`src/rtl/speech_bridge_pkg.sv`:
```
package speech_bridge_pkg;

    localparam int unsigned BUS_W       = 8;
    localparam int unsigned FORCED_LOW  = 5;
    localparam logic [BUS_W-1:0] PULLUP_VAL = {BUS_W{1'b1}};
    localparam logic [BUS_W-1:0] FORCE_MASK = BUS_W'((1 << FORCED_LOW) - 1);

    typedef struct packed {
        logic             sel_n;
        logic [BUS_W-1:0] rdata;
    } rd_state_t;

    typedef struct packed {
        logic             idle;
        logic [BUS_W-1:0] data;
        logic             ovr;
    } wr_state_t;

endpackage

```
`src/rtl/speech_sync_edge.sv`:
```
module speech_sync_edge #(
    parameter int unsigned STAGES   = 2,
    parameter logic        IDLE_LVL = 1'b1
) (
    input  logic clk,
    input  logic rst_n,
    input  logic async_in,
    output logic fall,
    output logic rise
);
    localparam int unsigned TOP = STAGES - 1;

    logic [STAGES-1:0] chain_d, chain_q;
    logic              prev_d, prev_q;

    always_comb begin
        chain_d[0] = async_in;
        for (int i = 1; i < STAGES; i++) begin
            chain_d[i] = chain_q[i-1];
        end
        prev_d = chain_q[TOP];
    end

    always_ff @(posedge clk or negedge rst_n) begin
        if (!rst_n) begin
            chain_q <= {STAGES{IDLE_LVL}};
            prev_q  <= IDLE_LVL;
        end else begin
            chain_q <= chain_d;
            prev_q  <= prev_d;
        end
    end

    assign fall = prev_q & ~chain_q[TOP];
    assign rise = ~prev_q & chain_q[TOP];

endmodule

```
`src/rtl/speech_read_path.sv`:
```
module speech_read_path
    import speech_bridge_pkg::*;
(
    input  logic             clk,
    input  logic             rst_n,
    input  logic             rd_lead,
    input  logic             rd_trail,
    input  logic [BUS_W-1:0] status,
    output logic [BUS_W-1:0] rdata,
    output logic             sel_n
);
    rd_state_t st_d, st_q;

    always_comb begin
        st_d = st_q;
        if (rd_lead) begin
            st_d.rdata = st_q.sel_n ? PULLUP_VAL : (status | FORCE_MASK);
        end
        if (rd_trail) begin
            st_d.sel_n = ~st_q.sel_n;
        end
    end

    always_ff @(posedge clk or negedge rst_n) begin
        if (!rst_n) begin
            st_q.sel_n <= 1'b1;
            st_q.rdata <= PULLUP_VAL;
        end else begin
            st_q <= st_d;
        end
    end

    assign rdata = st_q.rdata;
    assign sel_n = st_q.sel_n;

endmodule

```
`src/rtl/speech_write_path.sv`:
```
module speech_write_path
    import speech_bridge_pkg::*;
(
    input  logic             clk,
    input  logic             rst_n,
    input  logic             wr_lead,
    input  logic             rdy_fall,
    input  logic [BUS_W-1:0] wdata,
    output logic [BUS_W-1:0] data,
    output logic             idle,
    output logic             ovr
);
    wr_state_t st_d, st_q;

    always_comb begin
        st_d     = st_q;
        st_d.ovr = 1'b0;
        if (rdy_fall) begin
            st_d.idle = 1'b1;
        end
        // a new byte outranks a simultaneous release
        if (wr_lead) begin
            st_d.data = wdata;
            st_d.idle = 1'b0;
            st_d.ovr  = ~st_q.idle;
        end
    end

    always_ff @(posedge clk or negedge rst_n) begin
        if (!rst_n) begin
            st_q.idle <= 1'b1;
            st_q.data <= PULLUP_VAL;
            st_q.ovr  <= 1'b0;
        end else begin
            st_q <= st_d;
        end
    end

    assign data = st_q.data;
    assign idle = st_q.idle;
    assign ovr  = st_q.ovr;

endmodule

```
`src/rtl/speech_bus_bridge.sv`:
```
module speech_bus_bridge
    import speech_bridge_pkg::*;
#(
    parameter int unsigned SYNC_STAGES = 2
) (
    input  logic             clk,
    input  logic             rst_n,
    input  logic             host_rd_n,
    input  logic             host_wr_n,
    input  logic [BUS_W-1:0] host_wdata,
    output logic [BUS_W-1:0] host_rdata,
    output logic [BUS_W-1:0] chip_data,
    output logic             chip_rs_n,
    output logic             chip_ws_n,
    input  logic             chip_ready_n,
    input  logic [BUS_W-1:0] chip_status,
    output logic             overrun,
    output logic             wr_idle
);
    localparam int unsigned N_SYNC = 3;
    localparam int unsigned IX_RD  = 0;
    localparam int unsigned IX_WR  = 1;
    localparam int unsigned IX_RDY = 2;

    logic [N_SYNC-1:0] raw_in, edge_fall, edge_rise;

    assign raw_in = {chip_ready_n, host_wr_n, host_rd_n};

    for (genvar g = 0; g < N_SYNC; g++) begin : g_sync
        speech_sync_edge #(
            .STAGES  (SYNC_STAGES),
            .IDLE_LVL(1'b1)
        ) u_sync (
            .clk     (clk),
            .rst_n   (rst_n),
            .async_in(raw_in[g]),
            .fall    (edge_fall[g]),
            .rise    (edge_rise[g])
        );
    end

    logic rd_lead, rd_trail, wr_lead, wr_trail, rdy_fall, rdy_rise;
    assign rd_lead  = edge_fall[IX_RD];
    assign rd_trail = edge_rise[IX_RD];
    assign wr_lead  = edge_fall[IX_WR];
    assign wr_trail = edge_rise[IX_WR];
    assign rdy_fall = edge_fall[IX_RDY];
    assign rdy_rise = edge_rise[IX_RDY];

    logic wr_flag;

    speech_read_path u_rd (
        .clk     (clk),
        .rst_n   (rst_n),
        .rd_lead (rd_lead),
        .rd_trail(rd_trail),
        .status  (chip_status),
        .rdata   (host_rdata),
        .sel_n   (chip_rs_n)
    );

    speech_write_path u_wr (
        .clk     (clk),
        .rst_n   (rst_n),
        .wr_lead (wr_lead),
        .rdy_fall(rdy_fall),
        .wdata   (host_wdata),
        .data    (chip_data),
        .idle    (wr_flag),
        .ovr     (overrun)
    );

    assign chip_ws_n = wr_flag;
    assign wr_idle   = wr_flag;

endmodule

```
`config.mk`:
```
export PLATFORM = sky130hd
export DESIGN_NAME = speech_bus_bridge
export DESIGN_NICKNAME = d
export VERILOG_FILES = /design/src/rtl/speech_bridge_pkg.sv /design/src/rtl/speech_sync_edge.sv /design/src/rtl/speech_read_path.sv /design/src/rtl/speech_write_path.sv /design/src/rtl/speech_bus_bridge.sv
export SDC_FILE = /design/constraint.sdc
export NUM_CORES = 1
export LEC_CHECK = 0
export BUFFER_PORTS_ARGS = -buffer_cell sky130_fd_sc_hd__buf_2
export CORE_ASPECT_RATIO = 2
export CORE_UTILIZATION = 25
export DETAILED_ROUTE_END_ITERATION = 6
export GPL_TIMING_DRIVEN = 0
export HOLD_SLACK_MARGIN = 0.15
export SLEW_MARGIN = 20
export SYNTH_ARGS = -nofsm -noshare
export SYNTH_HDL_FRONTEND = slang
export SYNTH_SLANG_ARGS = --single-unit
```
`constraint.sdc`:
```
create_clock -name clk -period 2.5 [get_ports clk]
set_input_delay 0.5 -clock clk [delete_from_list [all_inputs] [get_ports clk]]
set_output_delay 0.5 -clock clk [all_outputs]
set_load 0.005 [all_outputs]
```
# After elaboration in Yosys (flattened, before gate mapping)
# Index checks and enable logic that the tools add are counted.
# word_totals
ff_bits,28
input_bits,21
out_inout_bits,20
# op_classes
n_mux,3
n_bitwise,10
reduce_logical,1
# op_table
op,count
two-way mux 10 bit,1
two-way mux 8 bit,1
NOT 1 bit,6
AND 1 bit,4
nonzero test 2 bit,1
two-way mux 1 bit,1

# Logic depth before layout (Yosys ltp)
# Gate-level depths: netlist of the first run.
# depth
ltp_word,4
ltp_mapped,3

# By module
# A second synthesis of the first run with hierarchy kept.
# unflattened
cells_unflattened,57
area_unflattened_um2,890.9
# modules_own_cells
mod,instances,cells_each,area_each_um2
speech_write_path,1,21,409.1
speech_sync_edge,3,5,93.8
speech_read_path,1,20,192.7
speech_bus_bridge,1,1,7.5

# Least setup slack after synthesis of the first run
# OpenSTA, ideal clock, no wires.
# synth_path
kind,register to register
startpoint,reg g_sync[1].u_sync.prev_q
endpoint,"reg, netlist name u_wr.data[0]"
setup_ps,82
t_arrival_ps,1060
slack_ps,1358
path_stages_with_launch,4
path_buffers,1
period_less_slack_ps,1142
cell_sequence,dfstp_2 > nor2b_4 > buf_8 > mux2_4
# synth_between
elab_chain_len,1
# synth_lines
item,line,text
start: declaration,speech_sync_edge.sv:14,"logic prev_d, prev_q;"
start signal: assignment,speech_sync_edge.sv:30,prev_q <= prev_d;
AND 1 bit,speech_sync_edge.sv:34,assign fall = prev_q & ~chain_q[TOP];
# No other way between the ends.
# A chain may end at the register's enable or synchronous reset.

# Worst setup path after layout of the first run
# layout_path
startpoint,"reg, netlist name u_wr.idle"
endpoint,out wr_idle
# layout_lines
item,line,text
end: declaration,speech_bus_bridge.sv:18,output logic wr_idle
# No word-level cell between the ends.

==> results of run 1 <==
-- path summary, 6_finish.rpt --
kind | start | to | slack, ps | depth (start not counted)
setup / recovery | u_wr.idle | wr_idle | 1020 | 2
hold / removal | rst_n | u_wr.ovr | 200 | 1
setup reg to reg | g_sync[1].u_sync.prev_q | u_wr.data[7] | 1320 | 3
hold reg to reg | g_sync[1].u_sync.chain_q[0] | g_sync[1].u_sync.chain_q[1] | 360 | 0
max in group asynchronous | rst_n | g_sync[1].u_sync.chain_q[0] | 1940 | 1
min in group clk | chip_ready_n | g_sync[2].u_sync.chain_q[0] | 340 | 1
-- report_power, final --
part           switching (W)  total [W]  internal, W
registers          0.0000379   0.000504     0.000467
logic              0.0000637   0.000161    0.0000975
clock network       0.000107   0.000220     0.000113
-- logic make-up after synthesis --
kind of cell	Yosys count	share of synthesized area, %
AOI/OAI and AO/OA	1	0.5581
xor gates and xnor gates	1	0.9778
buffers and inverters	11	8.379
DFF	23	67.32
and+or+nand+nor	8	5.587
other	1	0.4186
muxes	11	16.76
-- synthesized netlist by cell type --
library cell	number	share of area [%]
dfstp_2	22	65
nand2b_1	2	1.4
a21oi_1	1	0.56
mux2_4	8	13
nor2b_1	1	0.70
nor2b_4	1	1.5
mux2i_1	3	3.4
buf_8	1	1.7
xnor2_1	1	0.98
conb_1	1	0.42
buf_4	6	5.0
and2_1	1	0.70
nor2_1	3	1.3
inv_1	4	1.7
dfrtp_1	1	2.8
-- sequential cells by signal, indices dropped and copies added (netlist names) --
| register | flops |
|---|---|
| u_wr.data | 8 |
| g_sync.u_sync.chain_q | 6 |
| g_sync.u_sync.prev_q | 3 |
| u_rd.rdata | 3 |
| u_rd.sel_n | 1 |
| u_wr.idle | 1 |
| u_wr.ovr | 1 |
-- metrics by stage --
| stage | instances | hold slack (ps) | setup WS, ps | util (%) | power, W |
|---|---|---|---|---|---|
| after floorplan | 60 | 204.4 | 1358 | - | 0.0005904 |
| after global placement | 138 | 346.2 | 1301 | 32.82 | 0.0006644 |
| after detailed placement | 138 | 347.5 | 1287 | 32.82 | 0.0006757 |
| after CTS | 142 | 211.7 | 998.3 | 34.14 | 0.0009037 |
| after global routing | 142 | 223.5 | 960.0 | 34.14 | 0.0009396 |
| final | 142 | 202.2 | 1017 | 34.14 | 0.0008861 |
-- cell type report --
type                       count  area share (%)
tap                           48           5.150
multi-input combinational     26           19.96
clock buffer                   4           3.863
inverter                       4           1.288
timing repair buffer          30           12.88
buffer                         7           5.150
sequential                    23           51.72
-- worst reg2reg max path: stages, from the launching register on --
cell	delay, ps
dfstp_2	520
nor2b_4	140
buf_8	150
mux2_4	310
-- layer usage --
layer / track usage, % / vias to the layer above / routed length (µm)
met5: 0 / - / 0
met3: 1.875 / 2 / 46
met1: 7.919 / 240 / 569
met4: 5.785 / 0 / 19
met2: 13.37 / 17 / 763
li1: - / 240 / -
==> metrics.md, run 1 <==
| Metric | Value |
|---|---|
| Status | `complete, no violations` |
| TNS Setup | `0 ps` |
| CP Capture Type | `primary output` |
| CTS buffer count | `3` |
| Fmax | `~0.67 GHz` |
| Most common cell after layout, fill and taps aside | `buf_2` |
| Max-slew violation total from the final report | `0` |
| Vias | `499` |
| N_diodes | `0` |
| Synthesized area | `895.9 µm²` |
| Pleak | `~0.56 nW` |
| Vias/cell | `3.514` |
| Clk Latency, worst-skew pair | `260 ps` |
| Iteration-0 DRC Markers | `8` |
| Kind of cell adding the most delay to the critical path | `flip-flops` |
| Maxcap violations | `0` |
| RSZ-0062 raised after global routing | `false` |
| Placeable Area | `around 3400 µm²` |
| Routed len/inst | `9.838 µm` |
| Initial antenna violation count | `0` |
| Type of origin of the critical path | `register` |
| Post-CTS resize count | `0` |
| Register area | `603.1 µm²` |
| Fin crit share | `59.33%` |
| Post-synthesis sequential area ratio | `around 67%` |
| Die extent in y | `around 87 µm` |
| TritonCTS clock tree | `done` |
| Critical path buffer and inverter count | `2` |
| Number of synthesized register bits | `23` |
| Reg clk slew, reported paths | `around 80 ps` |
| Slowest stage delay, CP | `about 540 ps` |
| Mapped Avg Cell Area | `approximately 16 µm²` |
| Fillers | `352` |
| Gpl congestion | `0.6271` |
| Critical path peak fanout | `3` |
| Ports | `41` |
| CTS root buf | `clkbuf_8` |
| Grt total ovfl | `0` |
| Worst endpoint required time | `2000 ps` |
| Final wirelength | `1397 µm` |
| TritonCTS sink count | `23` |
| Power per cell area | `759.9 nW/µm²` |
| Cell Chain, Critical Path | `buf_4 > buf_2` |
| Post-layout nets | `116` |
| Hold Vio Cnt, Final | `0` |
| Post-DRT Antenna Nets | `0` |
| Die area | `~3800 µm²` |
| Number of setup buffers added after CTS | `0` |
| DR pass1 iterations | `2` |
| Clock H-tree levels | `1` |
| Multi-input gate area | `~230 µm²` |
| Worst min-delay path category | `in -> async` |
| Final instance area | `approximately 1200 µm²` |
| First-pass GRT wire length | `2194 µm` |
| CTS Hold Bufs | `0` |
| Total GRT Usage | `7.872%` |
| Synth Warn # | `0` |
| Clock skew | `around 3.5 ps` |
| Initial Util | `26.23%` |
| Worst VDD drop | `0.3777 mV` |
| DRC Markers | `0` |
| Vias in the first global route | `507` |
| Critical Path AT | `slightly below 1000 ps` |
| CTS Buffer Depth | `2` |
| Slowest-stage cell, CP | `dfstp_2` |
| Core Rows | `30` |
| Largest net degree at the start of global routing | `24` |
| Share of cells above drive strength 1 | `roughly 76%` |
| Syn Inst Count | `56` |
| IO buf count | `30` |
| WS Path Type | `reg -> out` |
| Synth unique cells | `15` |
| Die Wd | `approximately 44 µm` |
| Shortest period the worst path allows | `1483 ps` |
| Final Setup Violations | `0` |
| Area growth syn-to-layout | `30.17%` |
| Post-Place Cell Area | `1121 µm²` |
| Commonest non-fill, non-tap cells in the layout | `30 x buf_2, 22 x dfstp_2, 8 x mux2_4` |
Power figures use the tool's default switching activity.
==> run 2: changes to the inputs <==
- clock period: 2.5 -> 1.45 ns (I/O delays scaled with it)
==> metrics.md, run 2 (synthesized netlist as in run 1, its figures left out) <==
| Metric | Value |
|---|---|
| Status | `complete, no violations (unchanged)` |
| Routed len/inst | `9.726 µm (was 9.838 µm)` |
| Worst r2r path cells | `3 (unchanged)` |
| Area growth syn-to-layout | `34.64% (was 30.17%)` |
| Critical Path AT | `980 ps (about the same)` |
| Number of setup buffers added after CTS | `0 (unchanged)` |
| Largest net degree at the start of global routing | `24 (unchanged)` |
| Fin crit share | `roughly 88%` |
| Grt total ovfl | `0 (unchanged)` |
| Worst min-delay path category | `in -> reg (was in -> async)` |
| Critical path peak fanout | `3 (unchanged)` |
| Clk Latency, worst-skew pair | `260 ps (about the same)` |
| Worst VDD drop | `0.6512 mV (was 0.3777 mV)` |
| IO buf count | `30 (unchanged)` |
| Core Rows | `30 (unchanged)` |
| Most common cell after layout, fill and taps aside | `buf_2 (unchanged)` |
| Clock skew | `3.506 ps (unchanged)` |
| Die Wd | `44.33 µm (unchanged)` |
| Pleak | `0.5756 nW (was 0.5589 nW)` |
| Vias | `513 (was 499)` |
| Max FFs per register | `8 (unchanged)` |
| TritonCTS sink count | `23 (unchanged)` |
| Worst reg-to-reg setup slack | `270 ps (was 1320 ps)` |
| Share of cells above drive strength 1 | `72.45% (was 75.53%)` |
| Regs by FF count | `u_wr.data x8, g_sync.u_sync.chain_q x6 (unchanged)` |
| Placeable Area | `3416 µm² (unchanged)` |
| CP Capture Type | `primary output (unchanged)` |
| Vias/cell | `3.514 (about the same)` |
| CTS Hold Bufs | `4 (was 0)` |
| TritonCTS clock tree | `done (unchanged)` |
| Maxcap violations | `0 (unchanged)` |
| RSZ-0062 raised after global routing | `false (unchanged)` |
| Clock H-tree levels | `1 (unchanged)` |
| Worst endpoint required time | `1160 ps (was 2000 ps)` |
| Hold Vio Cnt, Final | `0 (unchanged)` |
| Iteration-0 DRC Markers | `8 (unchanged)` |
| Max-slew violation total from the final report | `0 (unchanged)` |
| Initial antenna violation count | `0 (unchanged)` |
| RR Endpoint | `u_wr.data[7] (unchanged)` |
| Post-CTS resize count | `0 (unchanged)` |
| Type of origin of the critical path | `register (unchanged)` |
| Hold Path Cell Cnt | `2` |
| First-pass GRT wire length | `2221 µm (was 2194 µm)` |
| Reg clk slew, reported paths | `80 ps (about the same)` |
| Die area | `3841 µm² (unchanged)` |
| TNS Setup | `0 ps (unchanged)` |
| Slowest-stage cell, CP | `dfstp_2 (unchanged)` |
| Post-layout nets | `120 (was 116)` |
| Power per cell area | `1274 nW/µm² (was 759.9 nW/µm²)` |
| Final Setup Violations | `0 (unchanged)` |
| Fin cells | `146 (was 142)` |
| Initial Util | `26.23% (unchanged)` |
| Placed cells | `138 (unchanged)` |
| Total GRT Usage | `7.955% (was 7.872%)` |
| Final wirelength | `1420 µm (was 1397 µm)` |
| DR pass1 iterations | `2 (unchanged)` |
| RR Startpoint | `g_sync[1].u_sync.prev_q (unchanged)` |
| Die extent in y | `86.66 µm (unchanged)` |
| Commonest non-fill, non-tap cells in the layout | `30 x buf_2, 22 x dfstp_2, 8 x mux2_4 (unchanged)` |
| DRC Markers | `0 (unchanged)` |
| N_diodes | `0 (unchanged)` |
| CTS buffer count | `3 (unchanged)` |
| Shortest period the worst path allows | `1273 ps` |
| Slowest stage delay, CP | `540 ps (about the same)` |
| Register area | `603.1 µm² (unchanged)` |
| CTS Buffer Depth | `2 (unchanged)` |
| Post-DRT Antenna Nets | `0 (unchanged)` |
| Fillers | `347 (was 352)` |
| Fmax | `about 0.8 GHz` |
| Hold Path Sink | `u_wr.data[1]` |
| Gpl congestion | `0.6271 (unchanged)` |
| Cell Chain, Critical Path | `buf_4 > buf_2 (unchanged)` |
| Hold Startpoint | `host_wdata[1]` |
| Biggest register | `u_wr.data (unchanged)` |
| Multi-input gate area | `232.7 µm² (unchanged)` |
| Ports | `41 (unchanged)` |
| WS Path Type | `reg -> out (unchanged)` |
| CTS root buf | `clkbuf_8 (unchanged)` |
| Vias in the first global route | `519 (was 507)` |
## run 2: worst max-delay path by stage
stage,startpoint,to,slack (ps),depth (start not counted)
finish,u_wr.idle,wr_idle,180,2
global route,u_wr.idle,wr_idle,120,2
CTS,u_wr.idle,wr_idle,160,2
detailed placement,g_sync[1].u_sync.prev_q,u_wr.data[7],270,3
global placement,g_sync[1].u_sync.prev_q,u_wr.data[7],280,3
floorplan,g_sync[1].u_sync.prev_q,u_wr.data[0],310,3
## run 2: critical path, delay by kind of cell (launching register included)
family                 cells  cell delay [ps]
buffers and inverters      2              190
DFF                        1              540
## run 2: cell type report
cell class	count	area share, %
flip-flops and latches	23	50.00
multi-input cells	26	19.29
repair buffers	34	15.77
plain buffers	7	4.979
well taps	48	4.979
clock buffers	4	3.734
inverters	4	1.245
## run 2: power by group
part | internal, W | switching, W | leakage [nW] | total (W)
registers | 0.000804 | 0.0000654 | 0.245 | 0.000870
logic | 0.000175 | 0.000111 | 0.308 | 0.000286
clock network | 0.000195 | 0.000185 | 0.0228 | 0.000380
## run 2: metal layers
layer	vias to the layer above	wire, µm	global-route usage [%]
met5	-	0	0
met4	0	19	5.785
met3	2	43	1.875
met2	17	772	13.64
met1	246	585	7.919
li1	248	-	-
## run 2: stage by stage
stage          area (µm²)  power (W)  hold slack [ps]  setup WS, ps  util [%]
2_1_floorplan       910.9   0.001018           -5.591         308.1         -
3_3_place_gp         1121   0.001146            276.6         283.6     32.82
3_5_place_dp         1121   0.001165            288.8         269.1     32.82
4_1_cts              1206   0.001566            248.0         158.3     35.31
5_1_grt              1206   0.001629            251.5         120.0     35.31
6_report             1206   0.001536            257.5         176.8     35.31
==> run 3: changes to the inputs <==
- ABC_AREA: unset -> 1
==> metrics.md, run 3 <==
| Metric | Value |
|---|---|
| Max-slew violation total from the final report | `0 (unchanged)` |
| Commonest non-fill, non-tap cells in the layout | `39 x nand2_1, 30 x buf_2, 22 x dfstp_2 (was 30 x buf_2, 22 x dfstp_2, 8 x mux2_4)` |
| Post-DRT Antenna Nets | `0 (unchanged)` |
| Ys async rst share | `100.0% (unchanged)` |
| Sequential Power Share | `57.7% (was 56.6%)` |
| Critical Path AT | `1000 ps (was 980 ps)` |
| Logic gate share of total power | `14.8% (was 18.6%)` |
| RSZ-0062 raised after global routing | `false (unchanged)` |
| Syn Inst Count | `86 (was 56)` |
| Post-CTS resize count | `0 (unchanged)` |
| Largest net degree at the start of global routing | `24 (unchanged)` |
| Most common cell after layout, fill and taps aside | `nand2_1 (was buf_2)` |
| Die area | `3759 µm² (was 3841 µm²)` |
| Fin crit share | `89.21% (was 87.81%)` |
| DP Wirelength | `~1200 µm` |
| Die Wd | `43.86 µm (was 44.33 µm)` |
| Placed cells | `152 (was 138)` |
| CTS root buf | `clkbuf_8 (unchanged)` |
| Gpl congestion | `0.6363 (was 0.6271)` |
| Routed len/inst | `9.519 µm (was 9.726 µm)` |
| Clock skew | `1.012 ps (was 3.506 ps)` |
| Synth unique cells | `13 (was 15)` |
| Reg clk slew, reported paths | `80 ps (about the same)` |
| DRC Markers | `2 (was 0)` |
| Area share of the largest cell type after synthesis | `66.00% (was 64.53%)` |
| Initial Util | `25.93% (was 26.23%)` |
| Grt total ovfl | `0 (unchanged)` |
| Shortest period the worst path allows | `1294 ps (was 1273 ps)` |
| CTS buffer count | `3 (unchanged)` |
| Fmax | `0.7731 GHz (was 0.7854 GHz)` |
| Biggest register | `u_wr.data (unchanged)` |
| Type of origin of the critical path | `register (unchanged)` |
| Fin cells | `160 (was 146)` |
| Ports | `41 (unchanged)` |
| Worst reg-to-reg setup slack | `470 ps (was 270 ps)` |
| Maxcap violations | `0 (unchanged)` |
| Critical path peak fanout | `4 (was 3)` |
| Regs by FF count | `u_wr.data x8, g_sync.u_sync.chain_q x6 (unchanged)` |
| Worst VDD drop | `0.6772 mV (was 0.6512 mV)` |
| Ys flop type | `dfstp_2 (unchanged)` |
| Power per cell area | `1173 nW/µm² (was 1274 nW/µm²)` |
| Failing checks | `design-rule violations` |
| TritonCTS clock tree | `done (unchanged)` |
| Core Rows | `30 (unchanged)` |
| Clk pwr share | `27.5% (was 24.7%)` |
| Number of synthesized register bits | `23 (unchanged)` |
| Iteration-0 DRC Markers | `22 (was 8)` |
| Hold Vio Cnt, Final | `0 (unchanged)` |
| Fillers | `357 (was 347)` |
| First-pass GRT wire length | `2539 µm (was 2221 µm)` |
| Initial antenna violation count | `0 (unchanged)` |
| Net switching power | `0.0003244 W (was 0.0003613 W)` |
| Total GRT Usage | `9.114% (was 7.955%)` |
| Die extent in y | `85.71 µm (was 86.66 µm)` |
| Worst min-delay path category | `in -> reg (unchanged)` |
| Clock H-tree levels | `1 (unchanged)` |
| Vias in the first global route | `643 (was 519)` |
| Pleak | `0.6258 nW (was 0.5756 nW)` |
| WS Path Type | `reg -> out (unchanged)` |
| TNS Setup | `0 ps (unchanged)` |
| Synth Warn # | `0 (unchanged)` |
| Yosys top cell by area | `dfstp_2 (unchanged)` |
| N_diodes | `0 (unchanged)` |
| Placeable Area | `3378 µm² (was 3416 µm²)` |
| CTS Buffer Depth | `2 (unchanged)` |
| Post-layout nets | `150 (was 120)` |
| Post-synth EDFFs | `0 (unchanged)` |
| Final Setup Violations | `0 (unchanged)` |
| Vias/cell | `4.063 (was 3.514)` |
| Top cells by area, synth | `dfstp_2 66%, nand2_1 17%, buf_4 5.1% (was dfstp_2 65%, mux2_4 13%, buf_4 5.0%)` |
| Area growth syn-to-layout | `33.29% (was 34.64%)` |
| Vias | `650 (was 513)` |
| Cell Int Power | `0.001045 W (was 0.001175 W)` |
| Post-synth top cells | `39 x nand2_1, 22 x dfstp_2, 8 x inv_1 (was 22 x dfstp_2, 8 x mux2_4, 6 x buf_4)` |
| Share of cells above drive strength 1 | `51.56% (was 72.45%)` |
| CP Capture Type | `primary output (unchanged)` |
| Count leader, synth | `nand2_1 (was dfstp_2)` |
| Synthesized area | `875.8 µm² (was 895.9 µm²)` |
| TritonCTS sink count | `23 (unchanged)` |
| Max FFs per register | `8 (unchanged)` |
| DR pass1 iterations | `7 (was 2)` |
| Mapped Avg Cell Area | `10.18 µm² (was 16.00 µm²)` |
| Status | `finished with violations (was complete, no violations)` |
| Worst endpoint required time | `1160 ps (about the same)` |
| Post-synthesis sequential area ratio | `68.86% (was 67.32%)` |
| IO buf count | `30 (unchanged)` |
| Sw Ratio | `23.68% (was 23.52%)` |
| Clk Latency, worst-skew pair | `250 ps (was 260 ps)` |
| Final wirelength | `1523 µm (was 1420 µm)` |
[run 3: cell count changes after synthesis, sizes merged]
cell    change
inv         +6
mux2i       -3
and2        -1
nand3       +1
nand2b      -2
xnor2       -1
o21ai       +1
buf         -1
mux2        -8
nand2      +40
nor2b       -2
[run 3: power groups by stage]
stage                     registers (W)  clock network, W  logic (W)
after CTS                      0.000792          0.000401   0.000207
after detailed placement       0.000802                 0   0.000198
final                          0.000790          0.000377   0.000203
after global placement         0.000797                 0   0.000190
after global routing           0.000799          0.000434   0.000231
after floorplan                0.000804                 0  0.0000871
[run 3: per-layer routing]
layer | track usage [%] | vias to the layer above | routed length [µm]
li1 | - | 325 | -
met1 | 8.772 | 305 | 588
met2 | 16.42 | 18 | 842
met3 | 2.105 | 2 | 65
met4 | 5.785 | 0 | 27
met5 | 0 | - | 0
[run 3: layout make-up]
class	count	area, µm²	share of cell area, %
multi-input cells	51	205.2	17.58
inverters	10	37.54	3.215
flip-flops and latches	23	603.1	51.66
clock buffers	3	41.29	3.537
well taps	32	40.04	3.430
repair buffers	34	190.2	16.29
clock inverters	1	5.005	0.4287
plain buffers	6	45.04	3.859
[run 3: logic make-up (layout without fill, tap and decap cells)]
group           after synthesis  after routing  share of synthesized area (%)
simple gates                 44             44                          20.14
flops                        23             23                          68.86
buf+inv                      16             54                          9.429
compound gates                2              2                          1.142
other cells                   1              5                         0.4282
[run 3: worst paths after layout]
kind                                        startpoint                          end  cells past startpoint
setup / recovery                             u_wr.idle                      wr_idle                      2
min in group asynchronous                        rst_n                     u_wr.ovr                      2
setup reg to reg               g_sync[1].u_sync.prev_q                 u_wr.data[3]                      4
max in group asynchronous                        rst_n                u_rd.rdata[7]                      2
hold reg to reg            g_sync[0].u_sync.chain_q[0]  g_sync[0].u_sync.chain_q[1]                      0
hold / removal                           host_wdata[6]                 u_wr.data[6]                      3
[run 3: worst max-delay path, stage by stage, from the launching register on]
cell and delay [ps]:
dfstp_2 560, buf_4 100, buf_2 90
[run 3: what timing repair did]
action / 4_1_cts / 5_1_grt
endpoints found under the hold margin: 4 / 0
setup buffers: 0 / 0
hold buffers: 4 / 0
[run 3: per-stage QoR]
stage | power [W] | setup slack [ps] | hold WS (ps) | util (%) | cell area (µm²)
finish | 0.001370 | 156.5 | 218.2 | 34.56 | 1167
global placement | 0.0009873 | 444.5 | 273.9 | 32.00 | 1081
floorplan | 0.0008906 | 523.2 | -5.591 | - | 890.9
detailed placement | 0.001000 | 430.1 | 285.7 | 32.00 | 1081
global route | 0.001465 | 99.48 | 218.2 | 34.56 | 1167
CTS | 0.001399 | 134.4 | 214.5 | 34.56 | 1167
